File: src/rtl/i2c_own_pkg.sv
package i2c_own_pkg;
  localparam int STAT_W = 2;

  typedef enum logic [STAT_W-1:0] {
    OWN_IDLE = 2'd0,
    OWN_SW   = 2'd1,
    OWN_HW   = 2'd2
  } own_e;

  typedef struct packed {
    logic grantSw;
    logic grantHw;
    logic start;
    logic setPend;
    logic clrPend;
    logic setSusp;
    logic clrSusp;
    logic reject;
    logic softRst;
  } strobe_t;
endpackage

File: src/rtl/i2c_own_ctrl.sv
module i2c_own_ctrl
  import i2c_own_pkg::*;
(
  input  logic    clk,
  input  logic    rstN,
  input  logic    swGo,
  input  logic    swRelease,
  input  logic    prioHigh,
  input  logic    noQueue,
  input  logic    restartEn,
  input  logic    statusRst,
  input  logic    softRstReq,
  input  logic    hwReq,
  input  logic    engByteEnd,
  input  logic    engDone,
  input  logic    pending,
  input  logic    suspended,
  output own_e    owner,
  output strobe_t strobe
);
  own_e ownerNext;
  logic inFlight, inFlightNext;
  logic goQueueable;

  assign goQueueable = swGo && !noQueue;

  always_comb begin
    ownerNext    = owner;
    inFlightNext = inFlight;
    strobe       = '0;
    strobe.reject  = swGo && (owner == OWN_HW) && noQueue;
    strobe.softRst = softRstReq && (owner == OWN_SW);
    unique case (owner)
      OWN_IDLE: begin
        if (hwReq) begin
          ownerNext = OWN_HW;
          strobe.setPend = goQueueable;
        end else if (swGo || pending) begin
          ownerNext      = OWN_SW;
          inFlightNext   = 1'b1;
          strobe.start   = 1'b1;
          strobe.clrPend = 1'b1;
        end
      end
      OWN_SW: begin
        if (inFlight) begin
          if (engDone) begin
            inFlightNext = 1'b0;
            if (hwReq) ownerNext = OWN_HW;
          end else if (hwReq && prioHigh && engByteEnd) begin
            ownerNext      = OWN_HW;
            inFlightNext   = 1'b0;
            strobe.setSusp = 1'b1;
          end
        end else if (hwReq) begin
          ownerNext = OWN_HW;
        end else if (swGo || pending) begin
          inFlightNext   = 1'b1;
          strobe.start   = 1'b1;
          strobe.clrPend = 1'b1;
        end else if (swRelease || statusRst) begin
          ownerNext = OWN_IDLE;
        end
      end
      OWN_HW: begin
        strobe.setPend = goQueueable;
        if (!hwReq) begin
          strobe.clrSusp = 1'b1;
          if ((suspended && restartEn) || pending || goQueueable) begin
            ownerNext      = OWN_SW;
            inFlightNext   = 1'b1;
            strobe.start   = 1'b1;
            strobe.clrPend = !(suspended && restartEn);
          end else begin
            ownerNext = OWN_IDLE;
          end
        end
      end
      default: ownerNext = OWN_IDLE;
    endcase
    strobe.grantSw = (ownerNext == OWN_SW);
    strobe.grantHw = (ownerNext == OWN_HW);
  end

  always_ff @(posedge clk) begin
    if (!rstN) begin
      owner    <= OWN_IDLE;
      inFlight <= 1'b0;
    end else begin
      owner    <= ownerNext;
      inFlight <= inFlightNext;
    end
  end

  // normal priority never hands a running transfer to hardware before done
  p_norm_wait_r4: assert property (@(posedge clk) disable iff (!rstN)
    (owner == OWN_SW && inFlight && !prioHigh && !engDone) |=> (owner != OWN_HW));

  // release ignored while a transfer is in flight
  p_release_busy_r8: assert property (@(posedge clk) disable iff (!rstN)
    (owner == OWN_SW && inFlight && swRelease && !engDone && !engByteEnd) |=> (owner == OWN_SW));

  // a software transfer is only in flight under software ownership
  p_flight_owner_r2: assert property (@(posedge clk) disable iff (!rstN)
    inFlight |-> (owner == OWN_SW));
endmodule

File: src/rtl/i2c_own_dp.sv
module i2c_own_dp
  import i2c_own_pkg::*;
(
  input  logic    clk,
  input  logic    rstN,
  input  strobe_t strobe,
  output logic    pending,
  output logic    suspended,
  output logic    swGrant,
  output logic    hwGrant,
  output logic    engStart,
  output logic    busyReject,
  output logic    softRstOut
);
  always_ff @(posedge clk) begin
    if (!rstN) begin
      pending    <= 1'b0;
      suspended  <= 1'b0;
      swGrant    <= 1'b0;
      hwGrant    <= 1'b0;
      engStart   <= 1'b0;
      busyReject <= 1'b0;
      softRstOut <= 1'b0;
    end else begin
      if (strobe.clrPend)      pending <= 1'b0;
      else if (strobe.setPend) pending <= 1'b1;
      if (strobe.clrSusp)      suspended <= 1'b0;
      else if (strobe.setSusp) suspended <= 1'b1;
      swGrant    <= strobe.grantSw;
      hwGrant    <= strobe.grantHw;
      engStart   <= strobe.start;
      busyReject <= strobe.reject;
      softRstOut <= strobe.softRst;
    end
  end

  // grants never overlap
  p_one_grant_r3: assert property (@(posedge clk) disable iff (!rstN)
    !(swGrant && hwGrant));

  // a start pulse only accompanies the software grant
  p_start_sw_r2: assert property (@(posedge clk) disable iff (!rstN)
    engStart |-> swGrant);

  // start is a single-cycle pulse
  p_start_pulse_r2: assert property (@(posedge clk) disable iff (!rstN)
    engStart |=> !engStart);
endmodule

File: src/rtl/i2c_own_arbiter.sv
module i2c_own_arbiter
  import i2c_own_pkg::*;
(
  input  logic              clk,
  input  logic              rstN,
  input  logic              swGo,
  input  logic              swRelease,
  input  logic              prioHigh,
  input  logic              noQueue,
  input  logic              restartEn,
  input  logic              statusRst,
  input  logic              softRstReq,
  input  logic              hwReq,
  input  logic              engByteEnd,
  input  logic              engDone,
  output logic [STAT_W-1:0] ownStatus,
  output logic              swGrant,
  output logic              hwGrant,
  output logic              engStart,
  output logic              busyReject,
  output logic              softRstOut
);
  own_e    owner;
  strobe_t strobe;
  logic    pending, suspended;

  i2c_own_ctrl uCtrl (
    .clk(clk), .rstN(rstN), .swGo(swGo), .swRelease(swRelease),
    .prioHigh(prioHigh), .noQueue(noQueue), .restartEn(restartEn),
    .statusRst(statusRst), .softRstReq(softRstReq), .hwReq(hwReq),
    .engByteEnd(engByteEnd), .engDone(engDone), .pending(pending),
    .suspended(suspended), .owner(owner), .strobe(strobe)
  );

  i2c_own_dp uDp (
    .clk(clk), .rstN(rstN), .strobe(strobe), .pending(pending),
    .suspended(suspended), .swGrant(swGrant), .hwGrant(hwGrant),
    .engStart(engStart), .busyReject(busyReject), .softRstOut(softRstOut)
  );

  assign ownStatus = owner;

  // a reject pulse only follows a go seen under hardware ownership with no-queue
  p_reject_src_r7: assert property (@(posedge clk) disable iff (!rstN)
    busyReject |-> ($past(ownStatus) == OWN_HW && $past(noQueue) && $past(swGo)));

  // soft reset passes only from software ownership
  p_softrst_src_r10: assert property (@(posedge clk) disable iff (!rstN)
    softRstOut |-> ($past(ownStatus) == OWN_SW && $past(softRstReq)));
endmodule

File: config.mk
export PLATFORM = sky130hd
export DESIGN_NAME = i2c_own_arbiter
export DESIGN_NICKNAME = d
export VERILOG_FILES = /design/src/rtl/i2c_own_pkg.sv /design/src/rtl/i2c_own_ctrl.sv /design/src/rtl/i2c_own_dp.sv /design/src/rtl/i2c_own_arbiter.sv
export SDC_FILE = /design/constraint.sdc
export NUM_CORES = 1
export LEC_CHECK = 0
export CORE_MARGIN = 4
export CORE_UTILIZATION = 35
export CTS_CLUSTER_SIZE = 8
export DETAILED_ROUTE_END_ITERATION = 6
export PLACE_DENSITY_LB_ADDON = 0.1
export RECOVER_POWER = 25
export REMOVE_ABC_BUFFERS = 1
export SETUP_SLACK_MARGIN = 0.2
export SYNTH_ARGS = -nofsm -noshare
export SYNTH_HDL_FRONTEND = slang
export SYNTH_SLANG_ARGS = --single-unit
export TNS_END_PERCENT = 50
File: constraint.sdc
create_clock -name clk -period 2.87 [get_ports clk]
set_clock_uncertainty 0.1 [all_clocks]
set_input_delay 0.574 -clock clk [delete_from_list [all_inputs] [get_ports clk]]
set_output_delay 0.574 -clock clk [all_outputs]
set_load 0.05 [all_outputs]
==> results.md <==
* Status: completed
* Clk slew on worst S/H paths at roughly 70 ps
* Residual DRC count at 0
* TNS Setup at 0 ps
* Layout fillers at 143
* Placer's final routability congestion estimate at roughly 0.76
* Worst Hold Slack at roughly 460 ps
* Gr usage total at about an eighth
* Net Sw Power at 94.54 uW
* Fin cells at 86
* Fin. Hold Viols at 0
* Worst-margin pin slew at roughly 500 ps
* WL per Instance at between 10 and 15 um
* Pin count of the biggest net entering global routing at 12
* Power share of the combinational group at roughly a fifth
* CP cell instances: clkdlybuf4s50_1
* Synth top area share at between 40 and 50%
* Post-synthesis mux area share at 0%
* FMAX at 421.9 MHz
* Core Util, Final at between 50% and 60%
* Most frequent cells in the layout: clkdlybuf4s50_1, dfxtp_1, nor2_1, o21ai_0, clkbuf_4
* Post-DP HPWL at just over 800 um
* Crit path max-delay cell type: clkdlybuf4s50_1
* CTS sink cnt at 10
* Largest family of logic cells by synthesized area: simple AND/OR/NAND/NOR gates
* Sw Share at 26.74%
* Slew Limit Fails at 0
* Nets at 84
* Clk buf depth at 2
* Row count at 13
* Period utilization at between 80% and 90%
* Max-cap viol count at 0
* HP Class: flop to flop
* Hold Crit Start: uCtrl.inFlight
* Leak pwr at approximately 0.27 nW
* I/O pins at 19
* Syn_area_per_cell at between 9 and 10 sq um
* Vias per cell at roughly 5.3
* Crit path buf inv count at 1
* Critical Path Max Stage Delay at just under 900 ps
* Die area at a little over 2000 sq um
* # port buffers at 18
* Fin crit period at roughly 2400 ps
* Worst vdd ir at around 260 uV
* CP Launch Type: flop
* Drt total wl at between 1000 and 1500 um
* Slew headroom at 66.78%
* FF-to-FF Start: uCtrl.owner[1]
* Total gr overflow at 0
* Number of diodes at 0
* Worst Path Required at 2200 ps
* Pwr Density at between 500 and 600 nW/um^2
* Register bit total from synthesis at 10
* Clk_lat worst skew at 260 ps
* Synth Cell Area at 485.5 sq um
* Placed Cells at between 80 and 90
* XOR/XNOR Fraction of Synth Area at 0%
* TritonCTS clock tree: built
* Worst-path maximum fanout at 11
* Root Buffer: clkbuf_4
* Mapped Cells at 51
* Die Span X at about 45 um
* Pint at between 200 and 300 uW
* Setup crit end kind: output port
* First-pass DRT Iterations at 5
* H-tree depth at 1
* Vias post-DR at between 400 and 500
* # setup viols final at 0
* Starting Density at 37.31%
* Family with the most delay on the worst path: buffers and inverters
* Post-CTS Hold Buffers at 0
* Seq/Total Area, Yosys at about two fifths
* Clock share of power at around 36%
* Synthesis-to-layout area growth at 45.10%
* Post-CTS sizing at 0
* RSZ-0062 raised after global routing: no
* Adder-cell share of the synthesized area at 0%
* Crit path from: uCtrl.owner[0]
* Vias in the first global route at slightly below 400
* Initial antenna violation count at 0
* Post-synth cell types at 31
* Top cells by area, synth: dfxtp_1, and3_2, nor3b_1, nor4b_2, o21a_1
* Postcts setup bufs at 0
* Total CTS buffers at 3
* Die height at about 45 um
* Seq pwr share at 43.6%
* Most common cell after layout, fill and taps aside: clkdlybuf4s50_1
* Post-route ant nets at 0
* DR iter-0 viols at 11
* Synth area leader: dfxtp_1
* Critical Path AT at 1700 ps
* Share of cells above drive strength 1 at between 10% and 20%
* Synth Area in Compound Gates at between 20% and 30%
* Total core area at roughly 1300 sq um
* First-pass GRT wire length at ~1700 um
* WS Path Type: flop to output port
* Simple-gate area share of the yosys netlist at between 20% and 30%
* Yosys warning total at 0
==> per-stage QoR <==
stage          power, mW  setup WS (ps)  cell area (sq um)
6_report          0.3535          499.8              704.4
5_1_grt           0.3788          416.8              704.4
4_1_cts           0.3599          479.5              704.4
3_5_place_dp      0.2314          752.3              668.1
3_3_place_gp      0.2314          739.7              668.1
2_1_floorplan     0.1973           1243              469.2
==> state kept, by name, indices dropped and copies added (netlist names) <==
register,cells
uDp.softRstOut,1
uCtrl.owner,2
uDp.hwGrant,1
uDp.busyReject,1
uDp.pending,1
uDp.swGrant,1
uDp.engStart,1
uCtrl.inFlight,1
uDp.suspended,1
==> power by group through the flow <==
stage	logic [mW]	clock network [mW]	registers, mW
floorplan	0.0242	0	0.173
global placement	0.0738	0	0.158
detailed placement	0.0738	0	0.158
CTS	0.0742	0.131	0.154
global route	0.0779	0.145	0.156
finish	0.0730	0.126	0.154
==> per-layer routing <==
layer,vias up,routed length [um],GRT usage (%)
met2,21,450,17.51
met4,0,12,7.018
met1,198,500,14.87
met3,2,109,5.179
met5,-,0,0
li1,231,-,-
==> area by class of cell <==
cell class | instances | area [sq um] | area share, %
inverter | 1 | 3.754 | 0.5329
multi-input combinational | 38 | 265.3 | 37.66
timing repair buffer | 18 | 180.2 | 25.58
sequential | 10 | 200.2 | 28.42
tap | 15 | 18.77 | 2.664
clock buffer | 4 | 36.28 | 5.151
==> cells in the mapped netlist <==
cell type / n
nor3b_2: 1
a21oi_1: 2
nor3b_1: 2
o21a_1: 2
nor2_1: 3
o31ai_2: 1
a31oi_1: 2
and2_0: 1
nor3_1: 1
inv_1: 1
and3_2: 2
o31ai_1: 1
or3_4: 1
nor2b_1: 2
a21boi_1: 1
o21ai_1: 2
buf_6: 1
or2_2: 1
o31a_1: 1
nand3_1: 1
nor4b_2: 1
and2_1: 1
o21ai_0: 2
o21bai_1: 1
and3_1: 2
buf_2: 1
o22a_1: 1
and2b_1: 1
nand2_1: 1
dfxtp_1: 10
o311a_1: 1
==> worst paths after layout <==
check	to	slack, ps	depth (start not counted)
setup / recovery	ownStatus[0]	500	1
hold / removal	uCtrl.inFlight	460	2
setup reg to reg	uDp.pending	1450	3
hold reg to reg	uCtrl.inFlight	460	2
==> logic make-up after synthesis <==
| family | count (synthesis) |
|---|---|
| AND/OR/NAND/NOR | 21 |
| AO/OA/AOI/OAI | 17 |
| flip-flops | 10 |
| buffers and inverters | 3 |
Note: power is estimated with default switching activity, not from simulation.
